`config.mk`:
```
export PLATFORM = sky130hd
export DESIGN_NAME = ecc_fault_capture
export DESIGN_NICKNAME = d
export VERILOG_FILES = /design/src/rtl/ecc_cap_pkg.sv /design/src/rtl/ecc_cap_flags.sv /design/src/rtl/ecc_cap_store.sv /design/src/rtl/ecc_cap_window.sv /design/src/rtl/ecc_fault_capture.sv
export SDC_FILE = /design/constraint.sdc
export NUM_CORES = 1
export LEC_CHECK = 0
export ABC_AREA = 1
export BUFFER_PORTS_ARGS = -buffer_cell sky130_fd_sc_hd__buf_2
export CAP_MARGIN = 20
export CORE_MARGIN = 4
export CORE_UTILIZATION = 53
export CTS_CLUSTER_DIAMETER = 120
export DETAILED_ROUTE_END_ITERATION = 10
export PLACE_DENSITY = 0.8
export SLEW_MARGIN = 20
export SYNTH_ARGS = -nofsm -noshare
export SYNTH_HDL_FRONTEND = slang
export SYNTH_SLANG_ARGS = --single-unit
```
`constraint.sdc`:
```
create_clock -name clk -period 1.5 [get_ports clk]
set_input_delay 0.225 -clock clk [delete_from_list [all_inputs] [get_ports clk]]
set_output_delay 0.225 -clock clk [all_outputs]
set_load 0.01 [all_outputs]
```
`src/rtl/ecc_cap_pkg.sv`:
```
package ecc_cap_pkg;
  // Window index codes; the layout of the window depends on these positions.
  typedef enum logic [2:0] {
    IX_PARADDR = 3'd0,
    IX_ADDRLO  = 3'd1,
    IX_WORD0   = 3'd2
  } win_ix_e;

  localparam int FIRST_WORD_IX = 2;
endpackage

```
`src/rtl/ecc_cap_flags.sv`:
```
module ecc_cap_flags (
  input  logic clk,
  input  logic rst,
  input  logic sbe_strobe,
  input  logic dbe_strobe,
  input  logic clr_sbe,
  input  logic clr_dbe,
  output logic sbe_q,
  output logic dbe_q,
  output logic cap_en
);
  logic lock;

  // Record stays locked while a flag is set and not being cleared this cycle
  assign lock   = (sbe_q & ~clr_sbe) | (dbe_q & ~clr_dbe);
  assign cap_en = ~lock & (sbe_strobe | dbe_strobe);

  always_ff @(posedge clk) begin
    if (rst) begin
      sbe_q <= 1'b0;
      dbe_q <= 1'b0;
    end else begin
      if (dbe_strobe)      dbe_q <= 1'b1;
      else if (clr_dbe)    dbe_q <= 1'b0;
      // A simultaneous double-bit fault takes precedence
      if (sbe_strobe && !dbe_strobe) sbe_q <= 1'b1;
      else if (clr_sbe)              sbe_q <= 1'b0;
    end
  end
endmodule

```
`src/rtl/ecc_cap_store.sv`:
```
module ecc_cap_store #(
  parameter int PAR_W   = 8,
  parameter int NPAR_W  = 6,
  parameter int ADDR_W  = 23,
  parameter int WORD_W  = 16,
  parameter int NWORDS  = 4
) (
  input  logic                     clk,
  input  logic                     rst,
  input  logic                     cap_en,
  input  logic                     mem_wide,
  input  logic [PAR_W-1:0]         par_in,
  input  logic [ADDR_W-1:0]        gaddr_in,
  input  logic [NWORDS*WORD_W-1:0] data_in,
  output logic [PAR_W-1:0]         par_q,
  output logic [ADDR_W-1:0]        addr_q,
  output logic [NWORDS*WORD_W-1:0] words_q
);
  localparam logic [PAR_W-1:0] NARROW_MASK = PAR_W'((1 << NPAR_W) - 1);

  always_ff @(posedge clk) begin
    if (rst) begin
      par_q  <= '0;
      addr_q <= '0;
    end else if (cap_en) begin
      par_q  <= mem_wide ? par_in : (par_in & NARROW_MASK);
      addr_q <= gaddr_in;
    end
  end

  for (genvar k = 0; k < NWORDS; k++) begin : g_word
    always_ff @(posedge clk) begin
      if (rst) begin
        words_q[k*WORD_W +: WORD_W] <= '0;
      end else if (cap_en) begin
        if (k == 0 || mem_wide)
          words_q[k*WORD_W +: WORD_W] <= data_in[k*WORD_W +: WORD_W];
        else
          words_q[k*WORD_W +: WORD_W] <= '0;
      end
    end
  end
endmodule

```
`src/rtl/ecc_cap_window.sv`:
```
module ecc_cap_window
  import ecc_cap_pkg::*;
#(
  parameter int PAR_W   = 8,
  parameter int ADDR_W  = 23,
  parameter int WORD_W  = 16,
  parameter int NWORDS  = 4,
  parameter int IDX_W   = 3
) (
  input  logic [IDX_W-1:0]         idx,
  input  logic [PAR_W-1:0]         par_q,
  input  logic [ADDR_W-1:0]        addr_q,
  input  logic [NWORDS*WORD_W-1:0] words_q,
  output logic [WORD_W-1:0]        res
);
  localparam int HI_ADDR_W = ADDR_W - WORD_W;
  localparam int GAP_W     = WORD_W - PAR_W - HI_ADDR_W;

  logic [WORD_W-1:0] ix0_val;
  assign ix0_val = {par_q, {GAP_W{1'b0}}, addr_q[ADDR_W-1:WORD_W]};

  always_comb begin
    res = '0;
    if (idx == IDX_W'(IX_PARADDR))      res = ix0_val;
    else if (idx == IDX_W'(IX_ADDRLO))  res = addr_q[WORD_W-1:0];
    else begin
      for (int k = 0; k < NWORDS; k++)
        if (int'(idx) == FIRST_WORD_IX + k) res = words_q[k*WORD_W +: WORD_W];
    end
  end
endmodule

```
`src/rtl/ecc_fault_capture.sv`:
```
module ecc_fault_capture #(
  parameter int PAR_W   = 8,
  parameter int NPAR_W  = 6,
  parameter int ADDR_W  = 23,
  parameter int WORD_W  = 16,
  parameter int NWORDS  = 4,
  parameter int IDX_W   = 3
) (
  input  logic                     clk,
  input  logic                     rst,
  input  logic                     sbe_strobe,
  input  logic                     dbe_strobe,
  input  logic                     mem_wide,
  input  logic [PAR_W-1:0]         par_in,
  input  logic [ADDR_W-1:0]        gaddr_in,
  input  logic [NWORDS*WORD_W-1:0] data_in,
  input  logic                     clr_sbe,
  input  logic                     clr_dbe,
  input  logic [IDX_W-1:0]         idx,
  output logic                     sbe_flag,
  output logic                     dbe_flag,
  output logic [WORD_W/2-1:0]      res_hi,
  output logic [WORD_W/2-1:0]      res_lo
);
  localparam int HALF = WORD_W / 2;

  logic                     cap_en;
  logic [PAR_W-1:0]         par_q;
  logic [ADDR_W-1:0]        addr_q;
  logic [NWORDS*WORD_W-1:0] words_q;
  logic [WORD_W-1:0]        res;

  ecc_cap_flags u_flags (
    .clk(clk), .rst(rst),
    .sbe_strobe(sbe_strobe), .dbe_strobe(dbe_strobe),
    .clr_sbe(clr_sbe), .clr_dbe(clr_dbe),
    .sbe_q(sbe_flag), .dbe_q(dbe_flag), .cap_en(cap_en)
  );

  ecc_cap_store #(
    .PAR_W(PAR_W), .NPAR_W(NPAR_W), .ADDR_W(ADDR_W),
    .WORD_W(WORD_W), .NWORDS(NWORDS)
  ) u_store (
    .clk(clk), .rst(rst), .cap_en(cap_en), .mem_wide(mem_wide),
    .par_in(par_in), .gaddr_in(gaddr_in), .data_in(data_in),
    .par_q(par_q), .addr_q(addr_q), .words_q(words_q)
  );

  ecc_cap_window #(
    .PAR_W(PAR_W), .ADDR_W(ADDR_W), .WORD_W(WORD_W),
    .NWORDS(NWORDS), .IDX_W(IDX_W)
  ) u_win (
    .idx(idx), .par_q(par_q), .addr_q(addr_q), .words_q(words_q), .res(res)
  );

  assign res_hi = res[WORD_W-1:HALF];
  assign res_lo = res[HALF-1:0];
endmodule

```
==> results of run 1 <==
-- timing repair --
action,CTS,global route
pin swaps,4,4
setup endpoints to repair,5,18
buffers inserted,1,0
resized for setup,8,7
-- report_power, final --
part / internal (uW) / leakage [uW] / total, uW / switching (uW)
sequential: 2810 / 0.000806 / 2920 / 118
clock: 622 / 0.0000782 / 1450 / 832
combinational: 500 / 0.00209 / 1170 / 672
-- metal layers --
layer	up-vias	track usage (%)	routed length [microns]
met2	167	41.7	6080
li1	2362	-	-
met1	2071	30.6	5250
met4	0	10.2	378
met5	-	0	0
met3	29	4.03	828
-- cells in the final DEF (no fill, tap or decap), drive strengths merged --
master    n
inv     154
o21ai     1
clkbuf   13
o21bai   44
buf     141
nor3b     1
nand3    28
nand4     1
dfxtp    97
nor3     51
clkinv    1
nor2     36
o211ai    2
nand2   140
a21oi    98
-- state kept, by name, summed over array words and instances (netlist names) --
name             cells
u_flags.dbe_q        1
u_store.words_q     64
u_store.par_q        8
u_flags.sbe_q        1
u_store.addr_q      23
-- worst min-delay path, cell delays in order --
cell and delay, ns:
sky130_fd_sc_hd__buf_2 0.11, sky130_fd_sc_hd__nand2_1 0.06, sky130_fd_sc_hd__a21oi_1 0.06
-- cells by family (layout without fill, tap and decap cells) --
kind of cell           count (synthesis)  count (layout)
flip-flops                            97              97
AO/OA/AOI/OAI                        145             145
buffers and inverters                198             309
AND/OR/NAND/NOR                      257             257
-- worst min-delay path by stage --
| stage | start | end | slack (ns) |
|---|---|---|---|
| floorplan | sbe_strobe | u_flags.sbe_q | 0.37 |
| global placement | u_store.addr_q[21] | u_store.addr_q[21] | 0.43 |
| detailed placement | u_store.addr_q[20] | u_store.addr_q[20] | 0.43 |
| CTS | gaddr_in[17] | u_store.addr_q[17] | 0.13 |
| global route | sbe_strobe | u_flags.sbe_q | 0.13 |
| finish | sbe_strobe | u_flags.sbe_q | 0.14 |
-- layout make-up --
type / count / area share, %
clock buffers: 12 / 2.54
clock inverters: 1 / 0.0877
inverters: 154 / 10.2
multi-input cells: 402 / 34.7
flip-flops and latches: 97 / 34.0
well taps: 108 / 2.37
repair buffers: 142 / 16.0
-- per-stage QoR --
stage,total power (uW),std cells
4_1_cts,5560,916
2_1_floorplan,3670,697
3_3_place_gp,4080,902
3_5_place_dp,4130,902
6_report,5550,916
5_1_grt,5850,916
==> flow_summary.toml, run 1 <==
[status]
outcome = "finished with violations"
violations = "setup timing"

[timing]
hold_slack_ns = 0.139
slew_headroom_pct = 40.5
achievable-frequency_mhz = 661
maxSlewViolCount = 0
rsz0062_at_grt = "yes"
timing.setup.tns_ns = -0.0235
timing_worst_slew_pin_value_ns = 0.892
timing.final.setup_violations = 2
worst_clock_skew_ns = 0.00554
fin_crit_sh_pct = 101
period_minus_ws_final_ns = 1.51
final_hold_viols = 0
setup_ws_ns = -0.0120

[global_route]
grt_pass1_vias = 4418
grt_start_max_net_pins = 51
grt_antenna_before_repair = 0
grt_overflow_total = 0
grt_pass1_wl_microns = 20100
track_usage_pct = 24.4

[power_and_ir_drop]
ir_drop_mv = 0.620
leakage_uw = 0.00297
power_density_normalized_to_cell_area_nw_per_um2 = 973

[setup_path]
cp_data_arrival_time_ns = 1.29
critical_setup_path_class = "primary input to primary output"
cells_traversed_along_the_worst_timing_path = "buf_2 -> buf_4 -> nand2_2 -> nor2_1 -> nor2_2 -> nand3_1 -> buf_2"
timing.critical_path.buf_inv = 3
cpMaxStageDelayCell = "sky130_fd_sc_hd__nand2_2"
worst-r2r-setup-slack_ns = 0.10
critPathMaxFanout = 15
timing.critical_path.mode_cell = "sky130_fd_sc_hd__buf_2"
critPathTopFamily = "simple AND/OR/NAND/NOR gates"
cp_num_cells = 7
cp-end-kind = "primary output"
critPathLaunch = "idx[2]"
reg2reg_to = "u_store.words_q[63]"
cp-start-kind = "primary input"
worst_ep_required_time_ns = 1.27
reg2reg_depth = 6
critPathCapture = "res_hi[4]"
critPathMaxStageDelay_ns = 0.25
reg2reg_start = "u_flags.sbe_q"

[cells_and_area]
design.final.nets = 911
multi_input_area_sq_um = 1980
syn_to_final_growth_pct = 21.6
fill_cells = 772
drive_gt1_share_pct = 21.7
final_cell_area_sq_um = 5710
num_antenna_cells = 0
layout.core_utilization_pct = 65.8
regArea_sq_um = 1940

[min_path]
hold_path.class = "primary input to flop"
worst_hold_path.num_cells = 3

[placement]
dpl-instance-area_sq_um = 5510
io_buffer_count = 122
place_hpwl_microns = 9160
place_worst_setup_slack_ns = -0.0655
finalWeightedCongestion = 0.879

[synth]
async_flop_share_pct = 0
dominantRegCellSynth = "sky130_fd_sc_hd__dfxtp_1"
post_synth_main_area_contributors = "sky130_fd_sc_hd__dfxtp_1 (41%), sky130_fd_sc_hd__inv_1 (12%), sky130_fd_sc_hd__nand2_1 (11%), sky130_fd_sc_hd__a21oi_1 (10%), sky130_fd_sc_hd__o21bai_1 (7.0%)"
synth_edf_count = 0
post_synth_inst_count = 697
synth.yosys.seq_area_share_pct = 41.4
yosysMostFrequentCell = "sky130_fd_sc_hd__inv_1"
synth-compound-area-share_pct = 17.9
synth_nets = 802
ys.warnings.count = 0
yosys.area_share.xor_xnor_pct = 0
synth-seq-cells = 97
synth_top_family_by_area = "simple AND/OR/NAND/NOR gates"
yosys-mux-area-fraction_pct = 0
synth_top_area_share_pct = 41.4
synthTopCellsByCount = "sky130_fd_sc_hd__inv_1 (151), sky130_fd_sc_hd__nand2_1 (136), sky130_fd_sc_hd__a21oi_1 (98)"
netlist_area_sq_um = 4690
synth_adder_area_share_pct = 0
synth_largest_area_cell = "sky130_fd_sc_hd__dfxtp_1"
synth_simple_gate_area_share_pct = 23.7
synthesis.area_per_instance_sq_um = 6.73
synth.distinct_cells = 21

[cts]
cts.sink_count = 97
ctsHtreeMaxLevel = 3
clk_latency_ns = 0.35
cts_inserted_buffers = 9
hold_buffers = 0
clk_transition_reported_paths_ns = 0.08
cts.path.max_buffers = 2
cts.root.buffer_cell = "sky130_fd_sc_hd__clkbuf_8"
clock_tree_from_tritoncts = "built"

[floorplan]
floorplan.die.height_microns = 102
fp.dieW_microns = 102
fp-row-count = 34
die_area_sq_um = 10400
num_io_pins = 123
core_region_area_sq_um = 8680
start_util_pct = 54.1

[detailed_routing]
detail-route-antenna-nets = 0
num_vias = 4629
avg_wl_per_cell_microns = 13.7
routed_wirelength_microns = 12500
initialDrtViolationCount = 277
drt_drc_violations_left = 0
avgViaCountPerCell = 5.05
drt-pass1-iter-count = 5

[flow_run]
cap_viol_max_count = 0
(Power assumes the default switching activity.)
==> inputs of run 2 (changes only) <==
==> constraint.sdc (replaced) <==
create_clock -name clk -period 1.5 [get_ports clk]
set_input_delay 0.225 -clock clk [delete_from_list [all_inputs] [get_ports clk]]
set_output_delay 0.225 -clock clk [all_outputs]
set_load 0.02 [all_outputs]
==> run 2 against run 1 <==
Compared with the run above:
- sequential power hardly changed
- final cell count is 0.33% higher
- highest routed layer unchanged
- first-iteration DRC count is 35% lower
- fmax is 3.0% lower
- critical endpoint is now res_lo[7]
- sequential share of layout area is 0.45 points lower
- non-clock buffer count stayed put
- wire length is 0.24% lower
- critical path depth stayed put
- largest cell class unchanged
- the flow still finishes with violations (setup timing)
- cell area is 1.4% higher
==> flow_summary.toml, run 2 (synthesis results as in run 1) <==
[detailed_routing]
routed_wirelength_microns = 12500
avgViaCountPerCell = 4.98
avg_wl_per_cell_microns = 13.6
drt_drc_violations_left = 0
initialDrtViolationCount = 181
drt-pass1-iter-count = 4
detail-route-antenna-nets = 0
num_vias = 4574

[global_route]
met3_usage_in_global_routing_pct = 4.91
track_usage_pct = 24.0
grt_overflow_total = 0
grt_pass1_wl_microns = 19900
grt_pass1_vias = 4495
global_route.usage.met1_pct = 29.2
grt_use_met2_pct = 42.4
grt_antenna_before_repair = 0
grt.busiest_layer = "met2"
grt_start_max_net_pins = 54

[timing]
achievable-frequency_mhz = 642
slew_headroom_pct = 39.9
rsz0062_at_grt = "yes"
final_hold_viols = 0
worst_clock_skew_ns = 0.00761
period_minus_ws_final_ns = 1.56
timing_worst_slew_pin_value_ns = 0.902
maxSlewViolCount = 0
timing.setup.tns_ns = -0.127
timing.final.setup_violations = 11
setup_ws_ns = -0.0580
fin_crit_sh_pct = 104

[floorplan]
num_io_pins = 123
floorplan.die.height_microns = 102
start_util_pct = 54.1
die_area_sq_um = 10400
fp-row-count = 34
fp.dieW_microns = 102
core_region_area_sq_um = 8680

[cells_and_area]
num_antenna_cells = 0
drive_gt1_share_pct = 22.6
layout_commonest_cell = "sky130_fd_sc_hd__inv_1"
max_flop_register = "u_store.words_q"
syn_to_final_growth_pct = 23.3
reg_top3 = "u_store.words_q x64, u_store.addr_q x23, u_store.par_q x8"
mostFrequentLayoutCells = "sky130_fd_sc_hd__inv_1 (149), sky130_fd_sc_hd__nand2_1 (136), sky130_fd_sc_hd__buf_2 (117), sky130_fd_sc_hd__a21oi_1 (96), sky130_fd_sc_hd__dfxtp_1 (95)"
fill_cells = 755
design.final.nets = 911
max_reg_flops = 64

[cts]
cts_inserted_buffers = 9
hold_buffers = 0
cts.sink_count = 97
clock_tree_from_tritoncts = "built"
ctsHtreeMaxLevel = 3
clk_transition_reported_paths_ns = 0.09
cts.path.max_buffers = 2
post-cts-setup-buffer-count = 0
cts.root.buffer_cell = "sky130_fd_sc_hd__clkbuf_8"
clk_latency_ns = 0.36

[setup_path]
critical_setup_path_class = "flop to primary output"
critPathMaxFanout = 2
reg2reg_depth = 6
worst_ep_required_time_ns = 1.27
reg2reg_start = "u_flags.sbe_q"
reg2reg_to = "u_store.words_q[23]"
cp_data_arrival_time_ns = 1.33
worst-r2r-setup-slack_ns = 0.13
cp-end-kind = "primary output"
cp-start-kind = "flop"

[power_and_ir_drop]
power_density_normalized_to_cell_area_nw_per_um2 = 1050
total_power_uw = 6070
ir_drop_mv = 0.532
leakage_uw = 0.00300

[placement]
place_hpwl_microns = 9000
finalWeightedCongestion = 0.875
io_buffer_count = 122

[min_path]
hold_path.class = "primary input to flop"
hold_path.startpoint = "sbe_strobe"
worstHoldEndpoint = "u_flags.sbe_q"
worst_hold_path.num_cells = 3

[flow_run]
cap_viol_max_count = 0

[status]
outcome = "finished with violations"
violations = "setup timing"
run 2: cell count changes in the layout (fill, tap and decap cells not counted), sizes merged:
cell and change:
clkbuf -1, clkinvlp +2, clkinv -1, buf +1
bufinv +2
run 2: report_power, final:
part	switching, uW	internal [uW]
logic	708	497
registers	116	2810
clock network	915	1030
run 2: cell type report:
type,instances,area [sq um],share of cell area (%)
multi-input cells,402,2000,34.5
flip-flops and latches,97,1940,33.6
repair buffers,142,902,15.6
inverters,154,578,9.99
clock buffers,12,155,2.68
well taps,108,135,2.34
clock inverters,4,75.1,1.30
run 2: layer usage:
metal	share of wire (%)	wire length, microns
met2	49	6140
met4	2.2	275
met3	6.4	802
met1	42	5290
met5	0	0
run 2: worst max-delay path by stage:
stage                                  start                end  slack (ns)
after floorplan                u_flags.sbe_q  u_store.addr_q[0]        0.11
after detailed placement              idx[0]          res_hi[6]       -0.05
final                     u_store.words_q[7]          res_lo[7]       -0.06
after global placement                idx[1]          res_hi[5]       -0.03
after CTS                 u_store.words_q[7]          res_lo[7]       -0.03
after global routing      u_store.words_q[7]          res_lo[7]       -0.15
run 2: timing repair:
item                       CTS  global route
setup endpoints to repair   15            16
resized for setup           19             4
pin swaps                    2             0
run 2: critical path: stages, from the launching register on:
cell                      delay (ns)
sky130_fd_sc_hd__dfxtp_2        0.33
sky130_fd_sc_hd__inv_2          0.04
sky130_fd_sc_hd__a21oi_2        0.14
sky130_fd_sc_hd__nand2_1        0.06
sky130_fd_sc_hd__nand2_1        0.06
sky130_fd_sc_hd__nand2_1        0.06
sky130_fd_sc_hd__a21oi_2        0.15
sky130_fd_sc_hd__buf_6          0.14
run 2: through the flow:
| step | utilization, % | worst slack (ns) | instances | hold slack, ns | instance area, sq um |
|---|---|---|---|---|---|
| 2_1_floorplan | - | 0.113 | 697 | 0.372 | 4690 |
| 3_3_place_gp | 63.3 | -0.0293 | 903 | 0.431 | 5500 |
| 3_5_place_dp | 63.3 | -0.0484 | 903 | 0.435 | 5500 |
| 4_1_cts | 66.6 | -0.0263 | 919 | 0.121 | 5780 |
| 5_1_grt | 66.7 | -0.146 | 919 | 0.138 | 5790 |
| 6_report | 66.7 | -0.0580 | 919 | 0.124 | 5790 |
